===== src/rtl/spi_rd_pkg.sv =====
package spi_rd_pkg;

  typedef enum logic [1:0] {
    LANE_X1 = 2'd0,
    LANE_X2 = 2'd1,
    LANE_X4 = 2'd2
  } lane_e;

  typedef enum logic [2:0] {
    PH_IDLE  = 3'd0,
    PH_SEND  = 3'd1,
    PH_DUMMY = 3'd2,
    PH_DATA  = 3'd3,
    PH_DONE  = 3'd4
  } phase_e;

  localparam int BYTE_W     = 8;
  localparam int ADDR_BYTES = 4;
  localparam int ADDR_W     = ADDR_BYTES * BYTE_W;
  localparam int TX_W       = BYTE_W + ADDR_W;
  localparam int CMD3_BITS  = BYTE_W + 24;
  localparam int CMD4_BITS  = BYTE_W + 32;

  localparam logic [7:0] FETCH_CODE  = 8'h81;
  localparam logic [7:0] LANE_MASK   = 8'h17;
  localparam logic [7:0] TIMING_MASK = 8'h01;

  localparam int BIT_DUAL  = 0;
  localparam int BIT_QUAD  = 2;
  localparam int BIT_ADR4  = 4;
  localparam int BIT_FAST  = 0;

  localparam int IDX_CTRL   = 0;
  localparam int IDX_LANE   = 1;
  localparam int IDX_TIMING = 2;
  localparam int IDX_OPC1   = 3;
  localparam int IDX_OPC4   = 4;
  localparam int IDX_ADDR   = 5;
  localparam int IDX_RDATA  = 9;

  function automatic lane_e lane_pick(input logic [7:0] cfg);
    if (cfg[BIT_QUAD])      return LANE_X4;
    else if (cfg[BIT_DUAL]) return LANE_X2;
    else                    return LANE_X1;
  endfunction

  // number of serial clocks in the data phase, minus one
  function automatic logic [2:0] data_last(input lane_e l);
    case (l)
      LANE_X4: return 3'd1;
      LANE_X2: return 3'd3;
      default: return 3'd7;
    endcase
  endfunction

endpackage


===== src/rtl/spi_rd_tick.sv =====
module spi_rd_tick #(
  parameter int HALF = 2
) (
  input  logic clk,
  input  logic rst_n,
  input  logic run_i,
  input  logic clr_i,
  output logic tick_o
);
  localparam int CNT_W = (HALF > 1) ? $clog2(HALF) : 1;
  localparam logic [CNT_W-1:0] LAST = CNT_W'(HALF - 1);

  logic [CNT_W-1:0] cnt_q, cnt_d;
  logic             cnt_en;

  assign tick_o = run_i && (cnt_q == LAST);
  assign cnt_en = clr_i || run_i;

  always_comb begin
    if (clr_i)       cnt_d = '0;
    else if (tick_o) cnt_d = '0;
    else             cnt_d = cnt_q + CNT_W'(1);
  end

  always_ff @(posedge clk or negedge rst_n) begin
    if (!rst_n)      cnt_q <= '0;
    else if (cnt_en) cnt_q <= cnt_d;
  end
endmodule


===== src/rtl/spi_rd_regs.sv =====
module spi_rd_regs
  import spi_rd_pkg::*;
#(
  parameter int IDX_W = 4
) (
  input  logic              clk,
  input  logic              rst_n,
  input  logic              host_we,
  input  logic [IDX_W-1:0]  host_idx,
  input  logic [7:0]        host_wdata,
  output logic [7:0]        host_rdata,
  input  logic              done_i,
  input  logic [7:0]        byte_i,
  output logic              start_o,
  output logic              busy_o,
  output logic [7:0]        opcode_o,
  output logic [ADDR_W-1:0] addr_o,
  output logic              addr4_o,
  output lane_e             lanes_o,
  output logic              dummy_o
);
  logic              busy_q, busy_d;
  logic [7:0]        lane_q, lane_d;
  logic [7:0]        tim_q, tim_d;
  logic [7:0]        opc1_q, opc1_d;
  logic [7:0]        opc4_q, opc4_d;
  logic [ADDR_W-1:0] adr_q, adr_d;
  logic [7:0]        rdat_q, rdat_d;
  logic              wr_ok;
  logic [ADDR_W-1:0] adr_inc;

  function automatic logic hit(input logic [IDX_W-1:0] idx, input int n);
    return idx == IDX_W'(n);
  endfunction

  assign wr_ok   = host_we && !busy_q;
  assign start_o = wr_ok && hit(host_idx, IDX_CTRL) && (host_wdata == FETCH_CODE);

  assign adr_inc = lane_q[BIT_ADR4] ? (adr_q + ADDR_W'(1))
                                    : {adr_q[ADDR_W-1:24], adr_q[23:0] + 24'd1};

  always_comb begin
    busy_d = busy_q;
    lane_d = lane_q;
    tim_d  = tim_q;
    opc1_d = opc1_q;
    opc4_d = opc4_q;
    adr_d  = adr_q;
    rdat_d = rdat_q;
    if (start_o)     busy_d = 1'b1;
    else if (done_i) busy_d = 1'b0;
    if (wr_ok) begin
      if (hit(host_idx, IDX_LANE))   lane_d = host_wdata & LANE_MASK;
      if (hit(host_idx, IDX_TIMING)) tim_d  = host_wdata & TIMING_MASK;
      if (hit(host_idx, IDX_OPC1))   opc1_d = host_wdata;
      if (hit(host_idx, IDX_OPC4))   opc4_d = host_wdata;
      for (int b = 0; b < ADDR_BYTES; b++) begin
        if (hit(host_idx, IDX_ADDR + b)) adr_d[b*8 +: 8] = host_wdata;
      end
    end
    if (done_i) begin
      adr_d  = adr_inc;
      rdat_d = byte_i;
    end
  end

  always_ff @(posedge clk or negedge rst_n) begin
    if (!rst_n) begin
      busy_q <= 1'b0;
      lane_q <= '0;
      tim_q  <= '0;
      opc1_q <= '0;
      opc4_q <= '0;
      adr_q  <= '0;
      rdat_q <= '0;
    end else begin
      busy_q <= busy_d;
      if (wr_ok) begin
        lane_q <= lane_d;
        tim_q  <= tim_d;
        opc1_q <= opc1_d;
        opc4_q <= opc4_d;
      end
      if (wr_ok || done_i) adr_q  <= adr_d;
      if (done_i)          rdat_q <= rdat_d;
    end
  end

  always_comb begin
    host_rdata = 8'h00;
    if (hit(host_idx, IDX_CTRL))   host_rdata = busy_q ? FETCH_CODE : 8'h00;
    if (hit(host_idx, IDX_LANE))   host_rdata = lane_q;
    if (hit(host_idx, IDX_TIMING)) host_rdata = tim_q;
    if (hit(host_idx, IDX_OPC1))   host_rdata = opc1_q;
    if (hit(host_idx, IDX_OPC4))   host_rdata = opc4_q;
    if (hit(host_idx, IDX_RDATA))  host_rdata = rdat_q;
    for (int b = 0; b < ADDR_BYTES; b++) begin
      if (hit(host_idx, IDX_ADDR + b)) host_rdata = adr_q[b*8 +: 8];
    end
  end

  assign busy_o   = busy_q;
  assign lanes_o  = lane_pick(lane_q);
  assign opcode_o = (lanes_o == LANE_X4) ? opc4_q : opc1_q;
  assign addr_o   = adr_q;
  assign addr4_o  = lane_q[BIT_ADR4];
  assign dummy_o  = tim_q[BIT_FAST] || (lanes_o != LANE_X1);
endmodule


===== src/rtl/spi_rd_engine.sv =====
module spi_rd_engine
  import spi_rd_pkg::*;
#(
  parameter int HALF       = 2,
  parameter int DUMMY_CLKS = 8
) (
  input  logic              clk,
  input  logic              rst_n,
  input  logic              start_i,
  input  logic [7:0]        opcode_i,
  input  logic [ADDR_W-1:0] addr_i,
  input  logic              addr4_i,
  input  lane_e             lanes_i,
  input  logic              dummy_i,
  input  logic [3:0]        io_i,
  output logic              cs_n_o,
  output logic              sck_o,
  output logic [3:0]        io_o,
  output logic [3:0]        io_oe,
  output logic              done_o,
  output logic [7:0]        byte_o
);
  localparam int CNT_W = $clog2(CMD4_BITS + DUMMY_CLKS + 1);

  phase_e            ph_q, ph_d;
  logic [CNT_W-1:0]  cnt_q, cnt_d;
  logic [TX_W-1:0]   tx_q, tx_d;
  logic [7:0]        rx_q, rx_d, rx_nx;
  logic              sck_q, sck_d;
  logic              run, tick, rise, fall;
  logic [CNT_W-1:0]  data_cnt;

  assign run  = (ph_q == PH_SEND) || (ph_q == PH_DUMMY) || (ph_q == PH_DATA);
  assign rise = tick && !sck_q;
  assign fall = tick && sck_q;
  assign data_cnt = CNT_W'(data_last(lanes_i));

  spi_rd_tick #(.HALF(HALF)) tick_i (
    .clk    (clk),
    .rst_n  (rst_n),
    .run_i  (run),
    .clr_i  (start_i),
    .tick_o (tick)
  );

  always_comb begin
    case (lanes_i)
      LANE_X4: rx_nx = {rx_q[3:0], io_i[3:0]};
      LANE_X2: rx_nx = {rx_q[5:0], io_i[1:0]};
      default: rx_nx = {rx_q[6:0], io_i[1]};
    endcase
  end

  always_comb begin
    ph_d  = ph_q;
    cnt_d = cnt_q;
    tx_d  = tx_q;
    rx_d  = rx_q;
    sck_d = sck_q;
    case (ph_q)
      PH_IDLE: begin
        if (start_i) begin
          ph_d  = PH_SEND;
          sck_d = 1'b0;
          if (addr4_i) begin
            cnt_d = CNT_W'(CMD4_BITS - 1);
            tx_d  = {opcode_i, addr_i};
          end else begin
            cnt_d = CNT_W'(CMD3_BITS - 1);
            tx_d  = {opcode_i, addr_i[23:0], 8'h00};
          end
        end
      end
      PH_SEND, PH_DUMMY, PH_DATA: begin
        if (rise) begin
          sck_d = 1'b1;
          if (ph_q == PH_DATA) rx_d = rx_nx;
        end
        if (fall) begin
          sck_d = 1'b0;
          if (cnt_q == '0) begin
            if (ph_q == PH_SEND && dummy_i) begin
              ph_d  = PH_DUMMY;
              cnt_d = CNT_W'(DUMMY_CLKS - 1);
            end else if (ph_q != PH_DATA) begin
              ph_d  = PH_DATA;
              cnt_d = data_cnt;
            end else begin
              ph_d  = PH_DONE;
            end
          end else begin
            cnt_d = cnt_q - CNT_W'(1);
            if (ph_q == PH_SEND) tx_d = {tx_q[TX_W-2:0], 1'b0};
          end
        end
      end
      PH_DONE: ph_d = PH_IDLE;
      default: ph_d = PH_IDLE;
    endcase
  end

  always_ff @(posedge clk or negedge rst_n) begin
    if (!rst_n) begin
      ph_q  <= PH_IDLE;
      cnt_q <= '0;
      tx_q  <= '0;
      rx_q  <= '0;
      sck_q <= 1'b0;
    end else begin
      ph_q  <= ph_d;
      sck_q <= sck_d;
      if (start_i || fall) begin
        cnt_q <= cnt_d;
        tx_q  <= tx_d;
      end
      if (rise) rx_q <= rx_d;
    end
  end

  assign cs_n_o = (ph_q == PH_IDLE) || (ph_q == PH_DONE);
  assign sck_o  = sck_q;
  assign io_oe  = (ph_q == PH_SEND) ? 4'b0001 : 4'b0000;
  assign io_o   = (ph_q == PH_SEND) ? {3'b000, tx_q[TX_W-1]} : 4'b0000;
  assign done_o = (ph_q == PH_DONE);
  assign byte_o = rx_q;
endmodule


===== src/rtl/spi_rd_byte_reader.sv =====
module spi_rd_byte_reader
  import spi_rd_pkg::*;
#(
  parameter int IDX_W      = 4,
  parameter int HALF       = 2,
  parameter int DUMMY_CLKS = 8
) (
  input  logic             clk,
  input  logic             rst_n,
  input  logic             host_we,
  input  logic [IDX_W-1:0] host_idx,
  input  logic [7:0]       host_wdata,
  output logic [7:0]       host_rdata,
  output logic             flash_cs_n,
  output logic             flash_sck,
  output logic [3:0]       flash_io_o,
  output logic [3:0]       flash_io_oe,
  input  logic [3:0]       flash_io_i
);
  logic [1:0]        rst_sync_q;
  logic              rst_in_n;
  logic              start_w, busy_w, done_w, addr4_w, dummy_w;
  logic [7:0]        opc_w, byte_w;
  logic [ADDR_W-1:0] addr_w;
  lane_e             lanes_w;

  always_ff @(posedge clk or negedge rst_n) begin
    if (!rst_n) rst_sync_q <= 2'b00;
    else        rst_sync_q <= {rst_sync_q[0], 1'b1};
  end
  assign rst_in_n = rst_sync_q[1];

  spi_rd_regs #(.IDX_W(IDX_W)) regs_i (
    .clk        (clk),
    .rst_n      (rst_in_n),
    .host_we    (host_we),
    .host_idx   (host_idx),
    .host_wdata (host_wdata),
    .host_rdata (host_rdata),
    .done_i     (done_w),
    .byte_i     (byte_w),
    .start_o    (start_w),
    .busy_o     (busy_w),
    .opcode_o   (opc_w),
    .addr_o     (addr_w),
    .addr4_o    (addr4_w),
    .lanes_o    (lanes_w),
    .dummy_o    (dummy_w)
  );

  spi_rd_engine #(.HALF(HALF), .DUMMY_CLKS(DUMMY_CLKS)) eng_i (
    .clk      (clk),
    .rst_n    (rst_in_n),
    .start_i  (start_w),
    .opcode_i (opc_w),
    .addr_i   (addr_w),
    .addr4_i  (addr4_w),
    .lanes_i  (lanes_w),
    .dummy_i  (dummy_w),
    .io_i     (flash_io_i),
    .cs_n_o   (flash_cs_n),
    .sck_o    (flash_sck),
    .io_o     (flash_io_o),
    .io_oe    (flash_io_oe),
    .done_o   (done_w),
    .byte_o   (byte_w)
  );
endmodule


===== config.mk =====
export PLATFORM = sky130hd
export DESIGN_NAME = spi_rd_byte_reader
export DESIGN_NICKNAME = d
export VERILOG_FILES = /design/src/rtl/spi_rd_pkg.sv /design/src/rtl/spi_rd_tick.sv /design/src/rtl/spi_rd_regs.sv /design/src/rtl/spi_rd_engine.sv /design/src/rtl/spi_rd_byte_reader.sv
export SDC_FILE = /design/constraint.sdc
export NUM_CORES = 1
export LEC_CHECK = 0
export BUFFER_PORTS_ARGS = -buffer_cell sky130_fd_sc_hd__buf_2
export CAP_MARGIN = 20
export CORE_ASPECT_RATIO = 1.25
export CORE_MARGIN = 2
export CORE_UTILIZATION = 45
export CTS_CLUSTER_SIZE = 14
export DETAILED_ROUTE_END_ITERATION = 12
export GPL_TIMING_DRIVEN = 0
export SETUP_SLACK_MARGIN = 0.15
export SLEW_MARGIN = 25
export SYNTH_ARGS = -nofsm -noshare
export SYNTH_HDL_FRONTEND = slang
export SYNTH_SLANG_ARGS = --single-unit

===== constraint.sdc =====
create_clock -name clk -period 5.4 [get_ports clk]
set_input_delay 0.27 -clock clk [delete_from_list [all_inputs] [get_ports clk]]
set_output_delay 0.27 -clock clk [all_outputs]
set_load 0.005 [all_outputs]

==> flow_summary_export.csv, run 1 <==
group,metric,value,unit
status,status,"finished, final reports clean",
job,drv_cap,0,
timing,layout_min_cycle_time,2.86,ns
floorplanning,die_w,119,um
global_route,grt_max_degree,44,
clock_network,root_buffer,"clkbuf_16",
clock_network,cts_sinks,123,
detailed_routing,drtAntennaViolNets,0,
worst_setup_path,cp.arrival,3.17,ns
timing,fmax,0.349,GHz
timing,fin_crit_sh,53.0,%
worst_setup_path,slowest_stage,"clkbuf_1",
detailed_routing,first_pass_iters,5,
finish,final_core_util,52.4,%
placement,dp_hpwl,16500,um
global_route,track_usage,26.8,%
floorplanning,rows,52,
worst_setup_path,r2r-end,"eng_i.tx_q[29]",
finish,regArea,3080,um2
finish,multi_input_area,4030,um2
worst_setup_path,path_cells,"buf_6 -> nor2_1 -> nor2_1 -> clkbuf_1 -> clkbuf_1 -> o21ai_0 -> mux2_4",
worst_setup_path,r2r_cells,7,
global_route,grt_pass1_wl,36400,um
power_and_ir_drop,vdd_drop_max,0.000180,V
timing,hold_viol,0,
timing,slew_viol_final,0,
detailed_routing,drc,0,
finish,layout.nets,876,
clock_network,cts_buffers,17,
timing,slew_headroom,34.1,%
min_path,hold_class,"in2async",
worst_setup_path,cp.required,5.71,ns
placement,gp_congestion,0.920,
placement,port_buffers,28,
detailed_routing,via_count,6570,
logic_synthesis,post_synth_num_cell_types,77,
worst_setup_path,r2r-start,"eng_i.ph_q[1]",
logic_synthesis,synthCells,799,
finish,area_delta_synth_final,14.0,%
worst_setup_path,path_class,"reg2reg",
global_route,grt_pass1_vias,6552,
timing,finalSetupTns,0,ns
detailed_routing,viasPerCell,6.07,
finish,fillers,1490,
floorplanning,start_util,46.0,%
clock_network,postCtsSetupRepairBufs,0,
global_route,gr-total-overflow,0,
clock_network,cts_max_level,4,
clock_network,worstSkewPairLatency,0.42,ns
placement,dp_cells,1050,
logic_synthesis,ys_seq_elements,123,
power_and_ir_drop,total_power,2.15,mW
power_and_ir_drop,p_per_area,253,nW/um2
logic_synthesis,synth_top_area_cell,"dfrtp_1",
worst_setup_path,reg2reg_setup_slack,2.54,ns
logic_synthesis,ys_warn_count,0,
power_and_ir_drop,p_leak,3.61,nW
timing,grt_setup_unrepaired,"false",
worst_setup_path,end_kind,"flip-flop",
logic_synthesis,synth_edf_count,0,
logic_synthesis,synth_top_area_share,41.3,%
clock_network,path_clk_slew,0.06,ns
floorplanning,fp.coreArea,16200,um2
clock_network,cts_resized,0,
detailed_routing,route.final.wire_length,23000,um
detailed_routing,drt-wirelength-per-cell,21.2,um
timing,worst_pin_slew,0.981,ns
logic_synthesis,ys_async_sr_fraction,100,%
clock_network,cts_tree,"built",
timing,setup_viol,0,
clock_network,cts_buffer_depth,2,
worst_setup_path,cp_slowest_stage_delay,0.57,ns
logic_synthesis,synth_seq_area_share,41.3,%
worst_setup_path,path_max_fanout,10,
global_route,antenna_found_initial,0,
clock_network,postCtsHoldBufs,1,
finish,fin_cells,1083,
logic_synthesis,synth_area_leaders,"dfrtp_1 (41%), nand2_1 (5.9%), mux2i_1 (5.6%), o21ai_0 (4.9%), mux2_2 (4.7%)",
finish,n_antenna_cell,0,
logic_synthesis,synth_flop_cell,"dfrtp_1",
logic_synthesis,postSynthAreaPerCell,9.33,um2
logic_synthesis,netlist_area,7450,um2
finish,drive_gt1_share,17.8,%
floorplanning,dieArea,17600,um2
floorplanning,ios,37,
floorplanning,die_y,148,um
timing,worst_clock_skew,0.00766,ns
worst_setup_path,start_kind,"flip-flop",
detailed_routing,drt_iter0_drc,504,
==> per-stage QoR <==
stage | area, um2 | hold WS [ns] | setup slack, ns
2_1_floorplan | 7470 | -0.0256 | 1.72
3_3_place_gp | 7880 | 0.0549 | 0.246
3_5_place_dp | 7920 | 0.0564 | 2.62
4_1_cts | 8500 | 0.146 | 2.60
5_1_grt | 8500 | 0.166 | 2.49
6_report | 8500 | 0.148 | 2.54
==> cell usage after synthesis (7+ instances only) <==
| cell type | count |
|---|---|
| o22ai_1 | 11 |
| clkbuf_1 | 33 |
| nand4_1 | 11 |
| inv_1 | 11 |
| a21oi_1 | 49 |
| buf_2 | 13 |
| nor2_1 | 49 |
| and3_1 | 11 |
| mux2_1 | 19 |
| mux2_4 | 11 |
| o21ai_0 | 73 |
| a31oi_1 | 10 |
| dfrtp_1 | 123 |
| nor3_1 | 11 |
| and2_1 | 7 |
| a211oi_1 | 9 |
| and4_1 | 7 |
| mux2_2 | 31 |
| a41oi_1 | 8 |
| o211ai_1 | 10 |
| nand2_1 | 117 |
| nand3_1 | 24 |
| mux2i_1 | 42 |
==> area by class of cell <==
class	instances	area share (%)
Sequential cell	123	36.3
Clock buffer	18	5.17
Timing Repair Buffer	31	2.24
Multi-Input combinational cell	606	47.4
Buffer	64	3.81
Inverter	11	0.486
Tap cell	216	3.18
Clock inverter	14	1.46
==> routing by layer <==
metal,share of wire [%],routed length [um],vias up,track usage (%)
met3,5.1,1180,36,4.51
met2,50,11600,214,46.0
met5,0,0,-,0
li1,-,-,3032,-
met1,42,9540,3288,33.8
met4,3.0,681,0,10.2
==> critical path, delay by kind of cell (launching register included) <==
kind	cells	cell delay, ns
AO/OA/AOI/OAI	1	0.39
buffers and inverters	3	1.22
flip-flops	1	0.34
multiplexers	1	0.36
AND/OR/NAND/NOR	2	0.43
==> report_power, final <==
part           total, mW  internal (mW)  switching, mW  leakage [nW]
logic              0.110         0.0404         0.0699          1.74
registers          0.947          0.931         0.0153          1.60
clock network       1.09          0.644          0.449         0.268
total               2.15           1.62          0.534          3.61
==> cells in the final DEF, fill, tap and decap left out, drive strengths merged, types with 5 or more instances in the layout <==
| cell type | Yosys | final |
|---|---|---|
| buf | 31 | 61 |
| nor4 | 6 | 6 |
| inv | 11 | 12 |
| nand3 | 25 | 25 |
| and2 | 7 | 7 |
| o22ai | 12 | 12 |
| conb | 2 | 7 |
| nand2 | 118 | 118 |
| and4 | 7 | 7 |
| a31oi | 10 | 10 |
| nand4 | 12 | 12 |
| nor2 | 49 | 49 |
| dfrtp | 123 | 123 |
| and3 | 11 | 11 |
| o211ai | 10 | 10 |
| mux2 | 61 | 61 |
| clkinv | 0 | 8 |
| nor3 | 14 | 14 |
| mux2i | 42 | 42 |
| a21oi | 50 | 50 |
| nand2b | 5 | 5 |
| clkbuf | 33 | 51 |
| a41oi | 8 | 8 |
| a211oi | 9 | 9 |
| o21ai | 73 | 73 |
==> cell families (layout without fill, tap and decap cells) <==
logic type	Yosys count	count (layout)	synth area share, %
buf+inv	75	138	4.90
mux	103	103	15.4
compound gates	211	211	17.8
xor+xnor	2	2	0.235
fa+ha+maj	3	3	0.504
simple gates	280	280	19.7
other cells	2	7	0.101
flops	123	123	41.3
==> sequential cells by signal, summed over array words and instances, names as in the netlist, 2 cells and up <==
signal / cells
eng_i.byte_o: 8
regs_i.rdat_q: 8
eng_i.cnt_q: 6
rst_sync_q: 2
regs_i.opc4_q: 8
regs_i.opc1_q: 8
eng_i.ph_q: 3
regs_i.addr_o: 32
regs_i.lane_q: 4
eng_i.tx_q: 40
==> worst max-delay path by stage <==
| stage | depth (start not counted) | end | startpoint |
|---|---|---|---|
| 2_1_floorplan | 0 | eng_i.byte_o[0] | rst_sync_q[1] |
| 3_3_place_gp | 0 | eng_i.tx_q[18] | rst_sync_q[1] |
| 3_5_place_dp | 7 | eng_i.tx_q[29] | eng_i.ph_q[1] |
| 4_1_cts | 7 | eng_i.tx_q[29] | eng_i.ph_q[1] |
| 5_1_grt | 7 | eng_i.tx_q[29] | eng_i.ph_q[1] |
| 6_report | 7 | eng_i.tx_q[29] | eng_i.ph_q[1] |
Note: power is estimated with default switching activity, not from simulation.
==> inputs of run 2 (changes only) <==
- clock period: 5.4 -> 2.9 ns (I/O delays scaled with it)
==> flow_summary_export.csv, run 2 (synthesized netlist as in run 1, its figures left out) <==
group,metric,value,unit
timing,fmax,0.387,GHz
placement,gp_congestion,0.965,
floorplanning,die_y,148,um
floorplanning,dieArea,17600,um2
detailed_routing,drtAntennaViolNets,0,
detailed_routing,drc,0,
status,status,"finished, final reports clean",
floorplanning,die_w,119,um
clock_network,root_buffer,"clkbuf_16",
detailed_routing,first_pass_iters,5,
job,drv_cap,0,
clock_network,cts_max_level,4,
detailed_routing,wl_met1,9220,um
clock_network,cts_sinks,123,
global_route,grt_pass1_wl,36600,um
timing,worst_pin_slew,0.891,ns
clock_network,worstSkewPairLatency,0.43,ns
power_and_ir_drop,p_per_area,484,nW/um2
finish,drive_gt1_share,17.9,%
worst_setup_path,r2r-end,"eng_i.tx_q[29]",
timing,finalSetupTns,0,ns
finish,largest_register,"eng_i.tx_q",
detailed_routing,highest_layer,"met4",
clock_network,cts_buffer_depth,2,
timing,layout_min_cycle_time,2.58,ns
worst_setup_path,r2r_cells,7,
worst_setup_path,end_kind,"flip-flop",
global_route,antenna_found_initial,0,
clock_network,path_clk_slew,0.06,ns
timing,setup_viol,0,
finish,area_delta_synth_final,14.6,%
finish,final_core_util,52.7,%
finish,layout.nets,876,
finish,final_common_cell,"dfrtp_1",
global_route,gr-total-overflow,0,
placement,dp_hpwl,16300,um
worst_setup_path,cp.required,3.27,ns
global_route,track_usage,26.9,%
floorplanning,rows,52,
detailed_routing,viasPerCell,6.09,
floorplanning,ios,37,
clock_network,cts_tree,"built",
detailed_routing,drt_iter0_drc,563,
detailed_routing,drt-wirelength-per-cell,21.0,um
finish,n_antenna_cell,0,
worst_setup_path,start_kind,"flip-flop",
floorplanning,start_util,46.0,%
floorplanning,fp.coreArea,16200,um2
timing,slew_viol_final,0,
finish,largest_reg_flops,40,
global_route,grt_max_degree,51,
worst_setup_path,r2r-start,"eng_i.ph_q[1]",
min_path,hold_class,"in2async",
timing,fin_crit_sh,89.1,%
timing,slew_headroom,40.1,%
clock_network,cts_buffers,17,
detailed_routing,wl_met3,1370,um
worst_setup_path,reg2reg_setup_slack,0.32,ns
worst_setup_path,cp.arrival,2.95,ns
timing,setup_slack,0.316,ns
timing,hold_viol,0,
detailed_routing,route.final.wire_length,22800,um
power_and_ir_drop,vdd_drop_max,0.000349,V
timing,grt_setup_unrepaired,"false",
power_and_ir_drop,p_leak,3.64,nW
detailed_routing,route.met2.wl,11200,um
placement,port_buffers,28,
detailed_routing,via_count,6593,
timing,worst_clock_skew,0.00954,ns
worst_setup_path,path_max_fanout,10,
global_route,grt_pass1_vias,6611,
clock_network,postCtsSetupRepairBufs,0,
worst_setup_path,path_class,"reg2reg",
placement,pre_cts_ws,0.200,ns
finish,final_cell_mix,"dfrtp_1 (122), nand2_1 (117), o21ai_0 (73)",
run 2: cell count changes in the layout (fill, tap and decap cells not counted), sizes merged:
cell	delta
inv	+4
clkinvlp	-3
clkinv	-2
bufinv	+1
run 2: critical path, cell delays in order (launching register included):
cell	delay (ns)
dfrtp_1	0.37
buf_6	0.14
nor2_1	0.39
nor2_1	0.19
clkbuf_2	0.29
clkbuf_1	0.33
o21ai_0	0.56
mux2_4	0.25
run 2: worst max path at each step:
stage,startpoint,endpoint,slack [ns],cells past startpoint
final,eng_i.ph_q[1],eng_i.tx_q[29],0.32,7
after global routing,eng_i.ph_q[2],regs_i.addr_o[1],0.18,6
after detailed placement,eng_i.ph_q[1],eng_i.tx_q[29],0.20,7
after floorplan,rst_sync_q[1],eng_i.byte_o[0],0.85,0
after global placement,rst_sync_q[1],eng_i.tx_q[18],0.09,0
after CTS,eng_i.ph_q[1],eng_i.tx_q[29],0.18,7
run 2: stage by stage:
| stage | total power, mW | instance area [um2] | hold WS [ns] | cells |
|---|---|---|---|---|
| final | 4.13 | 8540 | 0.0171 | 1083 |
| after global routing | 4.28 | 8540 | 0.0119 | 1083 |
| after CTS | 4.15 | 8540 | 0.0107 | 1083 |
| after detailed placement | 2.00 | 7930 | -0.0663 | 1050 |
| after global placement | 1.98 | 7880 | -0.0698 | 1048 |
| after floorplan | 1.90 | 7470 | -0.151 | 804 |
run 2: area by class of cell:
| class | instances | area, um2 |
|---|---|---|
| buffer | 64 | 325 |
| clock buffer | 18 | 439 |
| clock inverter | 14 | 160 |
| fill | 1501 | 7660 |
| inverter | 11 | 41.3 |
| multi-input combinational | 606 | 4030 |
| sequential | 123 | 3080 |
| tap | 216 | 270 |
| timing repair buffer | 31 | 198 |
run 2: timing repair:
action | 4_1_cts | 5_1_grt
gates resized for setup | 0 | 2
endpoints found under the setup margin | 0 | 1
hold buffers | 1 | 0
endpoints found under the hold margin | 2 | 0
run 2: power by group:
| group | total (mW) | switching (mW) | leakage [nW] | internal, mW |
|---|---|---|---|---|
| combinational | 0.207 | 0.131 | 1.75 | 0.0764 |
| clock | 2.16 | 0.858 | 0.292 | 1.30 |
| sequential | 1.76 | 0.0280 | 1.60 | 1.73 |
| total | 4.13 | 1.02 | 3.64 | 3.11 |
run 2: routing by layer:
metal	up-vias	GRT usage (%)
met2	262	45.2
met1	3232	33.2
met5	-	0
met4	0	13.5
li1	3026	-
met3	73	4.67
